$ cat config.mk
export PLATFORM = sky130hd
export DESIGN_NAME = flash_id_regs
export DESIGN_NICKNAME = d
export VERILOG_FILES = /design/src/rtl/flash_id_pkg.sv /design/src/rtl/flash_id_geom.sv /design/src/rtl/flash_id_irq.sv /design/src/rtl/flash_id_bootbuf.sv /design/src/rtl/flash_id_regs.sv
export SDC_FILE = /design/constraint.sdc
export NUM_CORES = 1
export LEC_CHECK = 0
export CORE_MARGIN = 2
export CORE_UTILIZATION = 40
export CTS_CLUSTER_DIAMETER = 50
export CTS_CLUSTER_SIZE = 30
export DETAILED_ROUTE_END_ITERATION = 16
export MAX_ROUTING_LAYER = met4
export PLACE_DENSITY = 0.71
export SLEW_MARGIN = 20
export SYNTH_ARGS = -nofsm -noshare
export SYNTH_HDL_FRONTEND = slang
export SYNTH_SLANG_ARGS = --single-unit
$ cat constraint.sdc
create_clock -name clk -period 1.9 [get_ports clk]
set_clock_uncertainty 0.1 [all_clocks]
set_input_delay 0.38 -clock clk [delete_from_list [all_inputs] [get_ports clk]]
set_output_delay 0.38 -clock clk [all_outputs]
set_load 0.01 [all_outputs]
$ cat src/rtl/flash_id_pkg.sv
package flash_id_pkg;
  localparam logic [15:0] ADR_MAN   = 16'hF000;
  localparam logic [15:0] ADR_DEV   = 16'hF001;
  localparam logic [15:0] ADR_VER   = 16'hF002;
  localparam logic [15:0] ADR_BUFSZ = 16'hF003;
  localparam logic [15:0] ADR_CMD   = 16'hF220;
  localparam logic [15:0] ADR_CFG0  = 16'hF221;
  localparam logic [15:0] ADR_INT   = 16'hF241;
  localparam logic [15:0] ADR_WP    = 16'hF24E;
  localparam logic [15:0] CMD_READ_ID = 16'h0090;
  localparam logic [15:0] CFG0_RESET  = 16'h0040;

  typedef struct packed {
    logic        valid;
    logic        write;
    logic [15:0] addr;
    logic [15:0] wdata;
  } bus_req_t;
endpackage

$ cat src/rtl/flash_id_geom.sv
module flash_id_geom #(
  parameter int PAGE_SHIFT     = 11,
  parameter int PAGES_LOG2     = 6,
  parameter int SIZE_BASE_LOG2 = 24,
  parameter int MASK_BASE_LOG2 = 6
) (
  input  logic        clk,
  input  logic        rst_n,
  input  logic [15:0] dev_id,
  output logic [31:0] dev_bytes,
  output logic [31:0] blk_count,
  output logic [15:0] density_mask,
  output logic [15:0] buf_size
);
  localparam int BLK_SHIFT = PAGE_SHIFT + PAGES_LOG2;

  logic [2:0] dens;
  logic [4:0] size_sh;
  logic [4:0] mask_sh;

  assign dens    = dev_id[6:4];
  assign size_sh = 5'(SIZE_BASE_LOG2) + {2'b00, dens};
  assign mask_sh = 5'(MASK_BASE_LOG2) + {2'b00, dens};

  always_comb begin
    dev_bytes    = 32'd1 << size_sh;
    blk_count    = dev_bytes >> BLK_SHIFT;
    density_mask = dev_id[3] ? (16'd1 << mask_sh) : 16'd0;
    buf_size     = 16'd1 << PAGE_SHIFT;
  end

  AST_MASK_POW2: assert property (@(posedge clk) disable iff (!rst_n)
    $onehot0(density_mask)) else $error("density mask not power of two");
  AST_BYTES_POW2: assert property (@(posedge clk) disable iff (!rst_n)
    $countones(dev_bytes) == 1) else $error("capacity not power of two");
endmodule

$ cat src/rtl/flash_id_irq.sv
module flash_id_irq #(
  parameter int          DATA_W   = 16,
  parameter int          INT_BIT  = 15,
  parameter int          POL_BIT  = 6,
  parameter logic [15:0] CFG_INIT = 16'h0040
) (
  input  logic              clk,
  input  logic              rst_n,
  input  logic              cfg_we,
  input  logic              int_we,
  input  logic              id_done,
  input  logic [DATA_W-1:0] wdata,
  output logic [DATA_W-1:0] cfg0_q,
  output logic [DATA_W-1:0] int_q,
  output logic              irq
);
  always_ff @(posedge clk or negedge rst_n) begin
    if (!rst_n) begin
      cfg0_q <= DATA_W'(CFG_INIT);
    end else if (cfg_we) begin
      cfg0_q <= wdata;
    end
  end

  always_ff @(posedge clk or negedge rst_n) begin
    if (!rst_n) begin
      int_q <= '0;
    end else if (int_we) begin
      int_q <= wdata;
    end else if (id_done) begin
      int_q[INT_BIT] <= 1'b1;
    end
  end

  assign irq = int_q[INT_BIT] ^ ~cfg0_q[POL_BIT];

  AST_IDCMD_SETS_INT: assert property (@(posedge clk) disable iff (!rst_n)
    (id_done && !int_we) |=> int_q[INT_BIT]) else $error("id cmd did not flag");
  AST_INT_HOLDS: assert property (@(posedge clk) disable iff (!rst_n)
    (!int_we && !id_done) |=> $stable(int_q)) else $error("int status moved");
endmodule

$ cat src/rtl/flash_id_bootbuf.sv
module flash_id_bootbuf #(
  parameter int DATA_W     = 16,
  parameter int BOOT_WORDS = 4,
  parameter int ID_WORDS   = 3,
  parameter int IDX_W      = $clog2(BOOT_WORDS)
) (
  input  logic              clk,
  input  logic              rst_n,
  input  logic              wr_en,
  input  logic [IDX_W-1:0]  wr_idx,
  input  logic [DATA_W-1:0] wdata,
  input  logic              load_id,
  input  logic [7:0]        man_lo,
  input  logic [7:0]        dev_lo,
  input  logic [7:0]        wp_lo,
  input  logic [IDX_W-1:0]  rd_idx,
  output logic [DATA_W-1:0] rd_data
);
  logic [DATA_W-1:0] words [BOOT_WORDS];
  logic [7:0]        id_bytes [ID_WORDS];

  assign id_bytes[0] = man_lo;
  assign id_bytes[1] = dev_lo;
  assign id_bytes[2] = wp_lo;

  for (genvar i = 0; i < BOOT_WORDS; i++) begin : g_word
    if (i < ID_WORDS) begin : g_idw
      always_ff @(posedge clk or negedge rst_n) begin
        if (!rst_n) begin
          words[i] <= '0;
        end else if (load_id) begin
          words[i] <= DATA_W'(id_bytes[i]);
        end else if (wr_en && wr_idx == IDX_W'(i)) begin
          words[i] <= wdata;
        end
      end
    end else begin : g_plain
      always_ff @(posedge clk or negedge rst_n) begin
        if (!rst_n) begin
          words[i] <= '0;
        end else if (wr_en && wr_idx == IDX_W'(i)) begin
          words[i] <= wdata;
        end
      end
    end
  end

  assign rd_data = words[rd_idx];

  AST_ID_WORD0: assert property (@(posedge clk) disable iff (!rst_n)
    load_id |=> words[0] == DATA_W'($past(man_lo))) else $error("word0 load");
  AST_ID_WORD2: assert property (@(posedge clk) disable iff (!rst_n)
    load_id |=> words[2] == DATA_W'($past(wp_lo))) else $error("word2 load");
endmodule

$ cat src/rtl/flash_id_regs.sv
module flash_id_regs
  import flash_id_pkg::*;
#(
  parameter int PAGE_SHIFT = 11,
  parameter int BOOT_WORDS = 4
) (
  input  logic        clk,
  input  logic        rst_n,
  input  logic        req_valid,
  input  logic        req_write,
  input  logic [15:0] req_addr,
  input  logic [15:0] req_wdata,
  output logic        rsp_valid,
  output logic [15:0] rsp_rdata,
  input  logic [15:0] man_id,
  input  logic [15:0] dev_id,
  input  logic [15:0] ver_id,
  input  logic [15:0] wp_status,
  output logic        irq,
  output logic [31:0] dev_bytes,
  output logic [31:0] blk_count,
  output logic [15:0] density_mask
);
  localparam int IDX_W = (BOOT_WORDS > 1) ? $clog2(BOOT_WORDS) : 1;

  bus_req_t    req;
  logic        wr, rd, boot_hit;
  logic [15:0] buf_size, cfg0_q, int_q, cmd_q, boot_rd, rd_mux;
  logic        id_load;

  assign req.valid = req_valid;
  assign req.write = req_write;
  assign req.addr  = req_addr;
  assign req.wdata = req_wdata;

  assign wr       = req.valid && req.write;
  assign rd       = req.valid && !req.write;
  assign boot_hit = req.addr < 16'(BOOT_WORDS);
  assign id_load  = wr && req.addr == ADR_CMD && req.wdata == CMD_READ_ID;

  flash_id_geom #(.PAGE_SHIFT(PAGE_SHIFT)) u_geom (
    .clk(clk), .rst_n(rst_n), .dev_id(dev_id),
    .dev_bytes(dev_bytes), .blk_count(blk_count),
    .density_mask(density_mask), .buf_size(buf_size)
  );

  flash_id_irq #(.CFG_INIT(CFG0_RESET)) u_irq (
    .clk(clk), .rst_n(rst_n),
    .cfg_we(wr && req.addr == ADR_CFG0),
    .int_we(wr && req.addr == ADR_INT),
    .id_done(id_load), .wdata(req.wdata),
    .cfg0_q(cfg0_q), .int_q(int_q), .irq(irq)
  );

  flash_id_bootbuf #(.BOOT_WORDS(BOOT_WORDS), .IDX_W(IDX_W)) u_boot (
    .clk(clk), .rst_n(rst_n),
    .wr_en(wr && boot_hit), .wr_idx(req.addr[IDX_W-1:0]),
    .wdata(req.wdata), .load_id(id_load),
    .man_lo(man_id[7:0]), .dev_lo(dev_id[7:0]), .wp_lo(wp_status[7:0]),
    .rd_idx(req.addr[IDX_W-1:0]), .rd_data(boot_rd)
  );

  always_ff @(posedge clk or negedge rst_n) begin
    if (!rst_n) cmd_q <= '0;
    else if (wr && req.addr == ADR_CMD) cmd_q <= req.wdata;
  end

  always_comb begin
    if (boot_hit) begin
      rd_mux = boot_rd;
    end else begin
      unique case (req.addr)
        ADR_MAN:   rd_mux = man_id;
        ADR_DEV:   rd_mux = dev_id;
        ADR_VER:   rd_mux = ver_id;
        ADR_BUFSZ: rd_mux = buf_size;
        ADR_CMD:   rd_mux = cmd_q;
        ADR_CFG0:  rd_mux = cfg0_q;
        ADR_INT:   rd_mux = int_q;
        ADR_WP:    rd_mux = wp_status;
        default:   rd_mux = 16'h0000;
      endcase
    end
  end

  always_ff @(posedge clk or negedge rst_n) begin
    if (!rst_n) begin
      rsp_valid <= 1'b0;
      rsp_rdata <= '0;
    end else begin
      rsp_valid <= rd;
      rsp_rdata <= rd ? rd_mux : 16'h0000;
    end
  end

  AST_RSP_AFTER_READ: assert property (@(posedge clk) disable iff (!rst_n)
    rd |=> rsp_valid) else $error("missing response");
  AST_NO_RSP_ON_WRITE: assert property (@(posedge clk) disable iff (!rst_n)
    !rd |=> !rsp_valid) else $error("spurious response");
  AST_UNDECODED_ZERO: assert property (@(posedge clk) disable iff (!rst_n)
    (rd && !boot_hit && req.addr[15:12] != 4'hF) |=> rsp_rdata == 16'h0000)
    else $error("undecoded read nonzero");
endmodule

After elaboration in Yosys (flattened, before gate mapping):

Cells that the tools add are included.

* reductions and logical operators: 17
* divide/modulo/power cells: 0
* $add $sub $neg: 2
* multiplexer cells: 15
* multipliers: 0
* $lt $le $gt $ge: 2
* eq/ne operators: 12
* bitwise operators: 3
* shift operators: 2

Operators with widths (number)
* $mux 16: 11
* $eq 16x16->1 const B: 8
* $pmux 16 s8: 1
* $bmux 16 s2: 1
* $shl 1x5->32 const A: 1
* $eq 16x8->1 const B: 1
* $lt 16x3->1 const B: 1
* $shl 1x5->16 const A: 1
* $logic_and 1x1->1: 11
* $reduce_bool 2->1: 4
* $add 4x4->5 const A: 1
* $add 3x3->4 const A: 1
* $eq 2x2->1 const B: 2
* $ge 3x3->1 const B: 1
* $not 2->3: 1
* $eq 2x1->1 const B: 1
* $logic_not 2->1: 1
* $mux 1: 2
* $logic_not 1->1: 1
* $not 1->1: 1
* $xor 1x1->1: 1

* bits in writable memories: 0
* memories: 0
* latch bits: 0
* memory bits (read-only): 0
* word-level logic and storage cells: 63
* register bits after elaboration: 129
* output and inout port bits: 98
* bits of input ports: 100

Depth between registers and ports, before layout:

Gate-level depths: netlist (run 1).

* depth in word-level cells: 6
* depth in mapped cells: 8
* gate-level depth less buffers: 5

Cells and area by module:

A second synthesis (run 1) with hierarchy kept.

* cell total of the unflattened synthesis: 745
* area, all modules: 7724.9 um^2

Modules (own cells, without submodules)
* flash_id_bootbuf: instances 1, cells each 296, seq. area each 1601.5 um^2, area an instance 3144.3 um^2
* flash_id_regs: instances 1, cells each 267, seq. area each 825.8 um^2, area an instance 2548.7 um^2
* flash_id_irq: instances 1, cells each 71, seq. area each 802.0 um^2, area an instance 1302.5 um^2
* flash_id_geom: instances 1, cells each 111, seq. area each 0.0 um^2, area an instance 729.4 um^2

Worst setup path before layout (run 1):

OpenSTA, ideal clock, no wires.

* path kind: input-to-reg
* start: input req_addr[11]
* end: register u_irq.int_q[10]
* library setup time: 0.125 ns
* buffers on the path: 2
* slack: -0.482 ns
* required time: 1.675 ns
* cell stages on the path: 6
* data arrival time: 2.157 ns
* cells stage by stage: or4b_4 > nor4_4 > and2_1 > buf_4 > buf_6 > mux2_2

* cells in the longest elaborated chain, start to end: 2

RTL lines
* from (decl): RTL line flash_id_regs.sv:11 `input logic [15:0] req_addr,`
* $eq 16x16->1: RTL line flash_id_regs.sv:50 `.int_we(wr && req.addr == ADR_INT),`
* $logic_and 1x1->1: RTL line flash_id_regs.sv:50
* to (signal assigned): RTL line flash_id_irq.sv:29 `int_q <= wdata;`
* to (decl): RTL line flash_id_irq.sv:14 `output logic [DATA_W-1:0] int_q,`

Every way passes these cells.
A chain may end at the register's enable or synchronous reset.

Worst setup path after layout (run 1):

* start: input req_addr[11]
* end: register u_boot.words[56] (netlist name)

* cells in the longest elaborated chain, start to end: 4
* elaborated cells between the ends (all ways): 8
* classes of those cells: 1 x order compare; 1 x eq/ne; 1 x mux; 5 x reduce/logical

RTL lines
* $lt 16x3->1 / $eq 16x16->1 (equally long branches): RTL line flash_id_regs.sv:38, flash_id_regs.sv:39
* $logic_and 1x1->1, on equally long branches: RTL line flash_id_regs.sv:57, flash_id_regs.sv:39
* $logic_and 1x1->1, on equally long branches: RTL line flash_id_bootbuf.sv:33, flash_id_regs.sv:39
* $reduce_bool 2->1 (no line) / $mux 16 (equally long branches)
* to (signal, indexed assignment): RTL line flash_id_bootbuf.sv:32 `words[i] <= DATA_W'(id_bytes[i]);`
* to (signal, indexed assignment): RTL line flash_id_bootbuf.sv:34 `words[i] <= wdata;`
* to (decl): RTL line flash_id_bootbuf.sv:19 `logic [DATA_W-1:0] words [BOOT_WORDS];`

Parallel ways exist; a longest one is shown, timed or not.

==> results.txt, run 1 <==
The final count of hold timing violations is 0. Fraction of the mapped netlist area in compound gates: 0.114. Startpoint kind of the worst setup timing path: a primary input.

The share of cells above drive strength 1 is 0.477, and the placeable core region is 0.0173 sq mm. For this run, the post-layout net count is 1036. The global routing stage identified its most utilized layer as met2.

CTS clock-pin slew for the worst setup and hold paths: 0.06 ns. Fraction of post-synthesis cell area in the top cell type by area: 0.454. The flow ran to the end, but the final reports show violations. The synthesized area per cell is 10.8 sq um, and the max-capacitance violation count is 0. The cell depth of the worst flop-to-flop path is 3, and the total leakage power is 5.47 nW. Setup repair after global routing could not meet its margin everywhere. Class of the most critical hold timing path: in2reg. 0 antenna diodes ended up in the layout. The synthesized design spends more area on one cell type than any other, namely dfrtp_1. During placement, the flow inserted port buffers numbering 149. Setup violations remaining at the end of the flow were counted as 112.

Power spread over the standard cell area amounts to 613 mW/mm^2. In this run, CTS created clock tree buffers numbering 17. The met3 layer usage reported by global route came out at 0.0730. The endpoint type of the worst setup path is a flop. The run gives 654 as the count of mapped cells out of synthesis.

Yosys instantiated no cell more often than dfrtp_1. Subtracting the final worst setup slack from the clock period gives 2.13 ns. The kind of critical path was in2reg.

The number of sinks driven by the clock tree is 129, and the number of levels in the clock H-tree is 4. The die extent in x is 137 um, and the slew at the pin closest to its max-slew limit is 0.715 ns. The global-route wire length before repair came out at 42100 um. The run gives 0 as the initial antenna violation count. In the final routed layout, each cell accounts on average for 25.3 um. For this run, the number of Yosys warnings is 0.

Worst flop-to-flop path startpoint: u_boot.words[59]$_DFFE_PN0P_. The number of DRC violations after detailed-routing iteration 0 is 908. Maximum ir drop on the vdd rail: 637 uV. The post-route fraction of the period consumed by the critical path was 1.12. CTS placed an instance of clkbuf_16 at the clock tree root.

Of all nets on the critical path, the largest fanout is 6. The endpoint of the most critical register-to-register path was rsp_rdata[11]$_DFF_PN0_. The floorplan has 48 rows. From synthesis to final layout, the design area changed by 65.7%. The final reports fail on negative setup slack.

The clock latency at the later pin of the worst-skew pair is 0.42 ns. TritonCTS built the clock tree. The sequential area share after synthesis is 0.458. Wire length reported by the detailed router: 29700 um. On the final layout, the worst hold slack is 0.271 ns. For the deepest clock path buffer count, the log shows 2. In the post-synthesis netlist, the biggest area contributors are dfrtp_1 45%, mux2_2 11%, buf_4 6.2%. The async set or reset register ratio after synthesis was 1.00; the required time at the worst-slack endpoint was 2.11 ns.

In the final timing run, aggregate negative setup slack is -14.95 ns. For the remaining design rule violation count, the log shows 0. The overall via count from detail_route is 7115.

At the end of routability-driven placement, the weighted congestion stood at 0.856. Post-synthesis mux area share: 0.169. By area, the combinational part of the netlist is dominated by multiplexers.

The die is 137 um tall. The detailed-route vias per instance was 6.07. The effective utilization at floorplan was 0.408; the cell area after synthesis was 0.00706 sq mm.

After synthesis, the netlist uses 51 different library cells. The post-synthesis adder-cell area fraction works out to 0.00177. The number of max-slew violations in the final report is 0, and the met1 track demand over resource is 0.374. The logs give 0 for the total overflow reported by the global router and 0.512 for the met2 track utilization from global routing. The timing-limited maximum frequency came out at 470 MHz. For the die area, the log shows 0.0187 sq mm.

The tools report the number of detailed-routing iterations run before antenna repair as 8. Counting flops with a built-in enable in the synthesized netlist gives 0. For the worst setup path, the data arrival time is 2.34 ns. 198 I/O pins were placed. The pin count of the biggest net entering global routing came out at 69. Relative slew slack: 0.521. Tracing the worst setup path back leads to its startpoint at req_addr[11]. For the final worst slack, the log shows -0.228 ns. Simple-gate area share of the yosys netlist: 0.167.

The all-layer global routing usage was 0.317; the register bit count reported by yosys was 129. The XOR/XNOR share of the synthesized area was 0.00124; the register-to-register path setup slack was 0.39 ns. Final antenna-violating net count: 0. The HPWL after detailed placement is 17200 um. The capturing element of the worst setup path was u_boot.words[56]$_DFFE_PN0P_. The tools report the via count of the first global-routing pass as 7124. Counting instances in the post-synthesis netlist gives the leading cell types as 128 x dfrtp_1, 66 x mux2_2, 63 x nand2_1. The most frequently used flop master after synthesis is dfrtp_1.
metal layers:
layer	part of all wire	wire [um]
met3	0.098	2930
met5	0	0
met4	0.051	1510
met2	0.49	14600
met1	0.36	10700
logic make-up (layout without fill, tap and decap cells):
kind of cell | after synthesis | in the layout
AND/OR/NAND/NOR | 219 | 220
flip-flops | 129 | 129
XOR/XNOR | 1 | 1
AO/OA/AOI/OAI | 111 | 111
adder cells (fa/ha/maj) | 1 | 1
buffers and inverters | 101 | 347
other | 1 | 48
multiplexers | 91 | 91
final cells by class:
type	instances	area, sq um
repair buffers	311	3310
flip-flops and latches	129	3230
inverters	4	20.0
multi-input cells	472	4200
fillers	1192	5610
clock inverters	14	213
clock buffers	18	439
well taps	225	282
cell usage in the layout, fill, tap and decap left out, types with 5 or more instances in the layout:
cell / synthesis / final
dfrtp_1: 128 / 128
buf_4: 58 / 97
clkdlybuf4s50_1: 0 / 89
nand2_1: 63 / 53
mux2_2: 66 / 50
conb_1: 1 / 48
nor2_1: 51 / 37
nand3_2: 0 / 32
buf_6: 2 / 30
buf_12: 0 / 27
a222oi_1: 19 / 19
clkbuf_16: 0 / 19
mux2_4: 0 / 17
mux4_2: 16 / 16
dlygate4sd2_1: 0 / 16
buf_2: 12 / 16
o21ai_0: 20 / 15
a31oi_1: 15 / 15
nor3_2: 0 / 10
nor4_4: 4 / 9
a21oi_1: 16 / 9
nand2_2: 2 / 8
nor2_2: 0 / 8
mux2i_1: 8 / 8
a22oi_2: 0 / 8
buf_16: 0 / 8
a21oi_2: 0 / 7
nand3_4: 0 / 7
buf_8: 0 / 7
dlymetal6s2s_1: 0 / 7
a22oi_1: 14 / 6
nor2_4: 0 / 6
nor3_1: 17 / 5
bufinv_16: 0 / 5
state kept, by name, indices dropped and copies added, names as in the netlist:
signal and cells:
rsp_valid 1, u_irq.int_q 16, u_irq.cfg0_q 16, u_boot.words 64, rsp_rdata 16, cmd_q 16
worst min-delay path by stage:
stage | from | to | slack (ns) | cells after the start
4_1_cts | dev_id[6] | u_boot.words[38]$_DFFE_PN0P_ | 0.24 | 4
6_report | dev_id[6] | u_boot.words[38]$_DFFE_PN0P_ | 0.27 | 4
3_3_place_gp | rst_n | u_boot.words[4]$_DFFE_PN0P_ | 0.19 | 1
3_5_place_dp | rst_n | u_boot.words[4]$_DFFE_PN0P_ | 0.19 | 1
5_1_grt | dev_id[6] | u_boot.words[38]$_DFFE_PN0P_ | 0.28 | 4
2_1_floorplan | rst_n | cmd_q[0]$_DFFE_PN0P_ | -0.02 | 0
worst max-delay path: stages:
cell and delay, ns:
buf_6 0.09, or4b_4 0.54, buf_6 0.14, nor4_4 0.31
buf_4 0.18, buf_6 0.09, nand3_4 0.13, buf_12 0.19
buf_16 0.15, nand3_2 0.07, nand2_1 0.07
per-stage QoR:
stage | power [W] | worst slack, ns | area [sq um] | utilization | cells
2_1_floorplan | 0.00309 | -0.446 | 7690 | - | 701
3_3_place_gp | 0.00353 | -0.896 | 9800 | 0.567 | 1096
3_5_place_dp | 0.00353 | -0.914 | 9800 | 0.567 | 1096
4_1_cts | 0.00713 | -0.129 | 11300 | 0.652 | 1165
5_1_grt | 0.00738 | -0.233 | 11700 | 0.676 | 1173
6_report | 0.00717 | -0.228 | 11700 | 0.676 | 1173
power breakdown:
group / switching (W) / internal [W]
Combinational: 0.000428 / 0.000368
Clock: 0.00127 / 0.00236
Sequential: 0.000000597 / 0.00275
what timing repair did:
item | 4_1_cts | 5_1_grt
pin swaps | 52 | 58
cloned | 13 | 3
hold endpoints to repair | 17 | 0
resized for setup | 234 | 93
hold buffers | 1 | 0
buffers inserted | 24 | 10
endpoints found under the setup margin | 161 | 139
Power figures use the tool's default switching activity.
==> run 2, diff against run 1 <==
--- a/config.mk
+++ b/config.mk
@@ -5,11 +5,13 @@
 export SDC_FILE = /design/constraint.sdc
 export NUM_CORES = 1
 export LEC_CHECK = 0
+export CORE_ASPECT_RATIO = 0.9
 export CORE_MARGIN = 2
 export CORE_UTILIZATION = 40
 export CTS_CLUSTER_DIAMETER = 50
 export CTS_CLUSTER_SIZE = 30
 export DETAILED_ROUTE_END_ITERATION = 16
+export GPL_TIMING_DRIVEN = 0
 export MAX_ROUTING_LAYER = met4
 export PLACE_DENSITY = 0.71
 export SLEW_MARGIN = 20
==> results.txt, run 2 (synthesized netlist as in run 1, its figures left out) <==
The flow ran to the end, but the final reports show violations. The checks that failed: negative setup slack. The run gives 0.43 ns (about the same) as the clock latency at the later pin of the worst-skew pair. The die area is 0.0187 sq mm (about the same). The cell depth of the worst flop-to-flop path was 3 (unchanged).

The die extent in x was 144 um (+5.3%). The logs give 71 (+2.9%) for the pin count of the biggest net entering global routing and 7017 (-1.5%) for the via count of the first global-routing pass. The data arrival at the endpoint of the critical path was 2.29 ns (-0.05 ns); the vertical extent of the die was 130 um (-5.0%). The post-route fraction of the period consumed by the critical path was 1.10 (-0.0225); the placeable core region was 0.0174 sq mm (+0.82%). The area of the multi-input gates is 0.00427 sq mm (+1.7%). In this run the critical register-to-register path is captured at rsp_rdata[14]$_DFF_PN0_. The run gives 0.405 (-0.00334) as the effective utilization at floorplan. The tools report the final instance area as 0.0119 sq mm (+1.7%). The global-route wire length before repair was 42200 um (+0.29%).

The class of the most critical hold timing path was in2reg. Counting flops per register, the top entry is u_boot.words. Startpoint of the lowest-slack hold path: dev_id[5]. The total setup violations reported at the end of the flow is 125 (+12%). The critical path depth in cells is 9 (-2), and the wire length reported by the detailed router is 30200 um (+1.7%). The total leakage power came out at 5.53 nW (+1.2%). The number of max-slew violations in the final report was 0 (unchanged); the remaining design rule violation count was 0 (unchanged).

The final-layout setup total negative slack came out at -12.85 ns (+2.11 ns). The maximum ir drop on the vdd rail was 614 uV (-3.6%). The number of filler instances in the final layout is 1179 (-1.1%), and the cell total after placement is 1090 (-0.55%). The number of ports placed on the die boundary came out at 198 (unchanged).

The detailed-route vias per instance is 5.98 (-1.4%). The layout-stage area growth over the synthesis result is 68.6%. The number of DRC violations after detailed-routing iteration 0 came out at 994 (+9.5%).

The overall via count from detail_route was 7225 (+1.5%); the buffer and inverter count on the worst path was 5 (-1). The number of sinks driven by the clock tree was 129 (unchanged). The cell that appears most often on the critical path is buf_4. The most frequent standard cell in the layout excluding fill and tap cells is dfrtp_1.

The placed wire-length estimate after detailed placement is 17100 um (-0.67%). The share of cells above drive strength 1 is 0.499 (+0.0222). The dominant delay contributor by cell family on the critical path was simple AND/OR/NAND/NOR gates. The slew at the pin closest to its max-slew limit was 0.604 ns (-0.110 ns); the max-capacitance violation count was 0 (unchanged). The minimum clock period came out at 2.09 ns (-0.0428 ns). The tools report the total overflow reported by the global router as 0 (unchanged).

The maximum single-stage delay on the critical path came out at 0.53 ns (about the same). The run gives 4 (unchanged) as the number of levels in the clock H-tree. The placed cell area was 0.00951 sq mm (-3.0%). TritonCTS built the clock tree.

The final count of hold timing violations is 0 (unchanged). The register-to-register path setup slack is 0.41 ns (+0.02 ns). The run gives 0.597 (+0.0760) as the relative slew slack. The tools report the final worst slack as -0.185 ns (+0.0428 ns). The average routed wire per standard cell came out at 25.0 um (-1.2%). The tools report the final core area utilization as 0.682 (+0.00610). The timing-limited maximum frequency is 480 MHz (+2.1%), and the deepest clock path buffer count is 2 (unchanged). Setup repair after global routing could not meet its margin everywhere. Traced cell by cell, the critical path runs through buf_2, or4b_4, nor4_4, buf_4, buf_4, buf_6, clkbuf_16, a222oi_1, a31oi_1. The library cells used most frequently in the layout, excluding fill and tap cells, are 128 x dfrtp_1, 105 x buf_4, 87 x clkdlybuf4s50_1, 52 x mux2_2, 52 x nand2_1. The CTS clock-pin slew for the worst setup and hold paths came out at 0.06 ns (about the same).

The biggest fanout along the worst timing path was 5 (-1); the final antenna-violating net count was 0 (unchanged). The number of inserted diodes is 0 (unchanged). The worst setup path is captured at a flop.

The sequential standard cell area is 0.00323 sq mm (unchanged), and the flip-flop count of the largest register, all copies and words added is 64 (unchanged). The initial antenna violation count was 0 (unchanged). The startpoint kind of the worst setup timing path is a primary input.

In this run the worst setup path terminates at rsp_rdata[13]$_DFF_PN0_. The critical path starts at req_addr[9]. For the final instance count without filler cells, the log shows 1208 (+3.0%). Required time at the worst-slack endpoint: 2.11 ns (about the same).

The cell chosen for the clock root is clkbuf_16. The run gives 1056 (+1.9%) as the final net count. The number of detailed-routing iterations run before antenna repair is 7 (-1), and the CTS buffer count is 17 (unchanged).

On the critical path, the stage with the largest delay is an instance of or4b_4. The all-layer global routing usage came out at 0.323 (+0.00655). The total power divided by cell area is 594 mW/mm^2 (-3.2%), and the row count is 46 (-4.2%). The worst register-to-register path begins at u_boot.words[30]$_DFFE_PN0P_.

The setup path with the least slack is of type in2reg. The last weighted congestion value of the routability-driven placer was 0.884 (+3.3%); the count of port buffers added during placement was 148 (-0.67%).
-- run 2: worst min path at each step --
stage / to / slack [ns] / cells past startpoint
after floorplan: cmd_q[0]$_DFFE_PN0P_ / -0.02 / 0
after global placement: u_boot.words[35]$_DFFE_PN0P_ / 0.37 / 2
after detailed placement: u_boot.words[25]$_DFFE_PN0P_ / 0.28 / 1
after CTS: u_boot.words[37]$_DFFE_PN0P_ / 0.13 / 3
after global routing: u_boot.words[37]$_DFFE_PN0P_ / 0.15 / 3
final: u_boot.words[37]$_DFFE_PN0P_ / 0.14 / 3
-- run 2: worst min-delay path, delay by kind of cell --
family	cells	cell delay [ns]
AOI/OAI and AO/OA	1	0.08
buffers and inverters	1	0.11
and+or+nand+nor	1	0.06
-- run 2: area by class of cell --
cell class / instances / share of cell area
Sequential cell: 129 / 0.272
Timing Repair Buffer: 242 / 0.216
Clock buffer: 21 / 0.0387
Inverter: 4 / 0.00231
Clock inverter: 11 / 0.0135
Buffer: 90 / 0.0740
Tap cell: 240 / 0.0252
Multi-Input combinational cell: 471 / 0.359
-- run 2: per-layer routing --
metal | vias to the layer above | wire, um | GRT usage
met5 | - | 0 | -
met3 | 168 | 3700 | 0.118
met2 | 585 | 13900 | 0.488
li1 | 2940 | - | -
met1 | 3532 | 10700 | 0.371
met4 | 0 | 1900 | 0.191
-- run 2: timing repair --
| item | in CTS | in global routing |
|---|---|---|
| hold buffers | 1 | 0 |
| buffers inserted | 70 | 14 |
| pin swaps | 80 | 34 |
| cloned | 13 | 1 |
| endpoints found under the hold margin | 68 | 0 |
| gates resized for setup | 327 | 74 |
| setup endpoints to repair | 161 | 136 |
-- run 2: power breakdown --
group | internal (W) | switching [W]
sequential | 0.00275 | 0.000000600
clock | 0.00225 | 0.00123
combinational | 0.000387 | 0.000445
-- run 2: per-stage QoR --
step,hold WS (ns),setup WS [ns],total power (W)
6_report,0.136,-0.185,0.00706
3_5_place_dp,0.280,-1.93,0.00353
4_1_cts,0.129,-0.143,0.00702
5_1_grt,0.152,-0.189,0.00724
3_3_place_gp,0.373,-4.90,0.00352
2_1_floorplan,-0.0156,-0.446,0.00309
==> run 3, diff against run 2 <==
--- a/config.mk
+++ b/config.mk
@@ -14,6 +14,7 @@
 export GPL_TIMING_DRIVEN = 0
 export MAX_ROUTING_LAYER = met4
 export PLACE_DENSITY = 0.71
+export REMOVE_ABC_BUFFERS = 1
 export SLEW_MARGIN = 20
 export SYNTH_ARGS = -nofsm -noshare
 export SYNTH_HDL_FRONTEND = slang
==> results.txt, run 3 (synthesized netlist as in run 1, its figures left out) <==
The buffer and inverter count on the worst path came out at 3 (-2). The class of the most critical hold timing path is in2reg. The total leakage power was 4.98 nW (-10%). The kind of critical path is in2reg. The final antenna-violating net count came out at 0 (unchanged). The checks that failed: negative setup slack.

For the required time at the worst-slack endpoint, the log shows 2.10 ns (about the same). The relative slew slack is 0.418 (-0.179), and the final worst slack is -0.180 ns (+0.00573 ns). The clock latency at the later pin of the worst-skew pair was 0.43 ns (about the same); the deepest clock path buffer count was 2 (unchanged). In the layout the commonest cells are 128 x dfrtp_1, 84 x clkdlybuf4s50_1, 59 x nand2_1, 50 x mux2_2, 48 x conb_1. Leaving out fill and tap cells, the most frequent cell in the layout is dfrtp_1. The count of port buffers added during placement was 149 (+0.68%). The vertical extent of the die was 130 um (unchanged); the final-layout setup total negative slack was -8.80 ns (+4.05 ns). The run gives 0 (unchanged) as the number of max-slew violations in the final report.

The CTS clock-pin slew for the worst setup and hold paths is 0.06 ns (about the same), and the global-route wire length before repair is 39000 um (-7.6%). The flow ran to the end, but the final reports show violations. The final net count is 968 (-8.3%), and the wire length reported by the detailed router is 27500 um (-9.2%). Effective utilization at floorplan: 0.405 (unchanged). The post-route fraction of the period consumed by the critical path is 1.09 (-0.00301), and the placed wire-length estimate after detailed placement is 14700 um (-14%).

For the number of sinks driven by the clock tree, the log shows 129 (unchanged). The die area was 0.0187 sq mm (unchanged). The detailed-route vias per instance came out at 5.98 (about the same). The number of ports placed on the die boundary is 198 (unchanged).

The placeable core region is 0.0174 sq mm (unchanged), and the layout-stage area growth over the synthesis result is 49.6%. The total setup violations reported at the end of the flow is 121 (-3.2%). The timing-limited maximum frequency was 481 MHz (+0.28%). The run gives 1121 (-7.2%) as the final instance count without filler cells. The number of DRC violations after detailed-routing iteration 0 is 872 (-12%), and the final hold slack is 0.151 ns (+0.0152 ns). The max-capacitance violation count was 0 (unchanged). The post-place setup slack is -2.14 ns (-0.204 ns).

The share of cells above drive strength 1 was 0.353 (-0.146); the flip-flop count of the largest register, all copies and words added was 64 (unchanged). For the last weighted congestion value of the routability-driven placer, the log shows 0.852 (-3.6%). The endpoint type of the worst setup path was a flop. The tools report the via count of the first global-routing pass as 6577 (-6.3%).

The number of levels in the clock H-tree is 4 (unchanged). TritonCTS built the clock tree. The tools report the CTS buffer count as 17 (unchanged). The dominant delay contributor by cell family on the critical path was simple AND/OR/NAND/NOR gates. The average routed wire per standard cell was 24.5 um (-2.1%); the minimum clock period was 2.08 ns (-0.00573 ns). Setup repair after global routing could not meet its margin everywhere. The tree is rooted in a clkbuf_16. The register with the most flip-flops in the final layout is u_boot.words.

The final core area utilization was 0.605 (-0.0767); the slew at the pin closest to its max-slew limit was 0.871 ns (+0.267 ns). The worst setup path is launched from a primary input. The run gives 46 (unchanged) as the row count.

The run gives 0 (unchanged) as the remaining design rule violation count. The pin count of the biggest net entering global routing is 66 (-7.0%), and the final count of hold timing violations is 0 (unchanged). The number of detailed-routing iterations run before antenna repair was 8 (+1). Data arrival at the endpoint of the critical path: 2.28 ns (about the same). The total overflow reported by the global router was 0 (unchanged).

The largest individual stage delay along the critical path comes from the cell or3_4. The cell total after placement was 1003 (-8.0%). The overall via count from detail_route is 6708 (-7.2%), and the maximum ir drop on the vdd rail is 592 uV (-3.6%). The run gives 1 (+1) as the initial antenna violation count.

All-layer global routing usage: 0.291 (-0.0321). The biggest fanout along the worst timing path is 14 (+9). The signal on the critical path passes through buf_8, buf_4, nor3_4, nand4_4, bufbuf_16, or3_4, o2bb2ai_2, nor2_1.

Maximum single-stage delay on the critical path: 0.50 ns (-0.03 ns). The total power divided by cell area came out at 622 mW/mm^2 (+4.7%). The die extent in x was 144 um (unchanged).
[run 3: cell types whose count changed in the layout (fill, tap and decap cells not counted), sizes merged, moves of 2 or more]
cell | before | now
clkbuf | 44 | 28
and3 | 3 | 6
nand2 | 65 | 67
buf | 192 | 110
clkdlybuf4s50 | 87 | 84
dlygate4sd2 | 24 | 30
bufinv | 4 | 1
bufbuf | 0 | 2
dlymetal6s2s | 3 | 5
[run 3: per-layer routing]
layer / up-vias / share of wire / GRT usage
met4: 0 / 0.047 / 0.150
met5: - / 0 / -
li1: 2770 / - / -
met1: 3282 / 0.37 / 0.359
met2: 529 / 0.46 / 0.431
met3: 127 / 0.13 / 0.0925
[run 3: cell type report]
type,instances,area (sq um)
antenna,1,2.50
tap,240,300
sequential,129,3230
inverter,4,25.0
timing repair buffer,237,2500
clock buffer,26,489
clock inverter,6,57.6
fill,1316,6880
multi-input combinational,478,3950
[run 3: final timing paths]
check | start | end | slack [ns] | cells after the start
min in group asynchronous | rst_n | rsp_rdata[8]$_DFF_PN0_ | 0.39 | 2
max in group asynchronous | rst_n | u_irq.cfg0_q[6]$_DFFE_PN1P_ | 0.58 | 3
setup reg to reg | u_boot.words[48]$_DFFE_PN0P_ | rsp_rdata[0]$_DFF_PN0_ | 0.42 | 3
hold reg to reg | u_boot.words[24]$_DFFE_PN0P_ | u_boot.words[24]$_DFFE_PN0P_ | 0.39 | 2
hold / removal | dev_id[5] | u_boot.words[37]$_DFFE_PN0P_ | 0.15 | 3
setup / recovery | req_addr[8] | u_boot.words[34]$_DFFE_PN0P_ | -0.18 | 8
[run 3: power breakdown]
part           internal, W  switching, W
combinational     0.000323      0.000411
clock              0.00189       0.00118
sequential         0.00275   0.000000512
[run 3: worst register-to-register path: stages (launching register included)]
cell     delay [ns]
dfrtp_1        0.41
mux4_2         0.47
o21ai_0        0.29
a21oi_2        0.07
[run 3: stage by stage]
step	instance area, sq um	total power [W]
after floorplan	6620	0.00296
after global placement	8410	0.00340
after detailed placement	8590	0.00342
after CTS	10200	0.00652
after global routing	10600	0.00674
final	10600	0.00656
[run 3: repair_timing]
item,in CTS,in global routing
cloned,12,2
hold endpoints to repair,64,0
gates resized for setup,249,54
hold buffers,1,0
pin swaps,35,37
buffers inserted,49,24
endpoints found under the setup margin,161,134
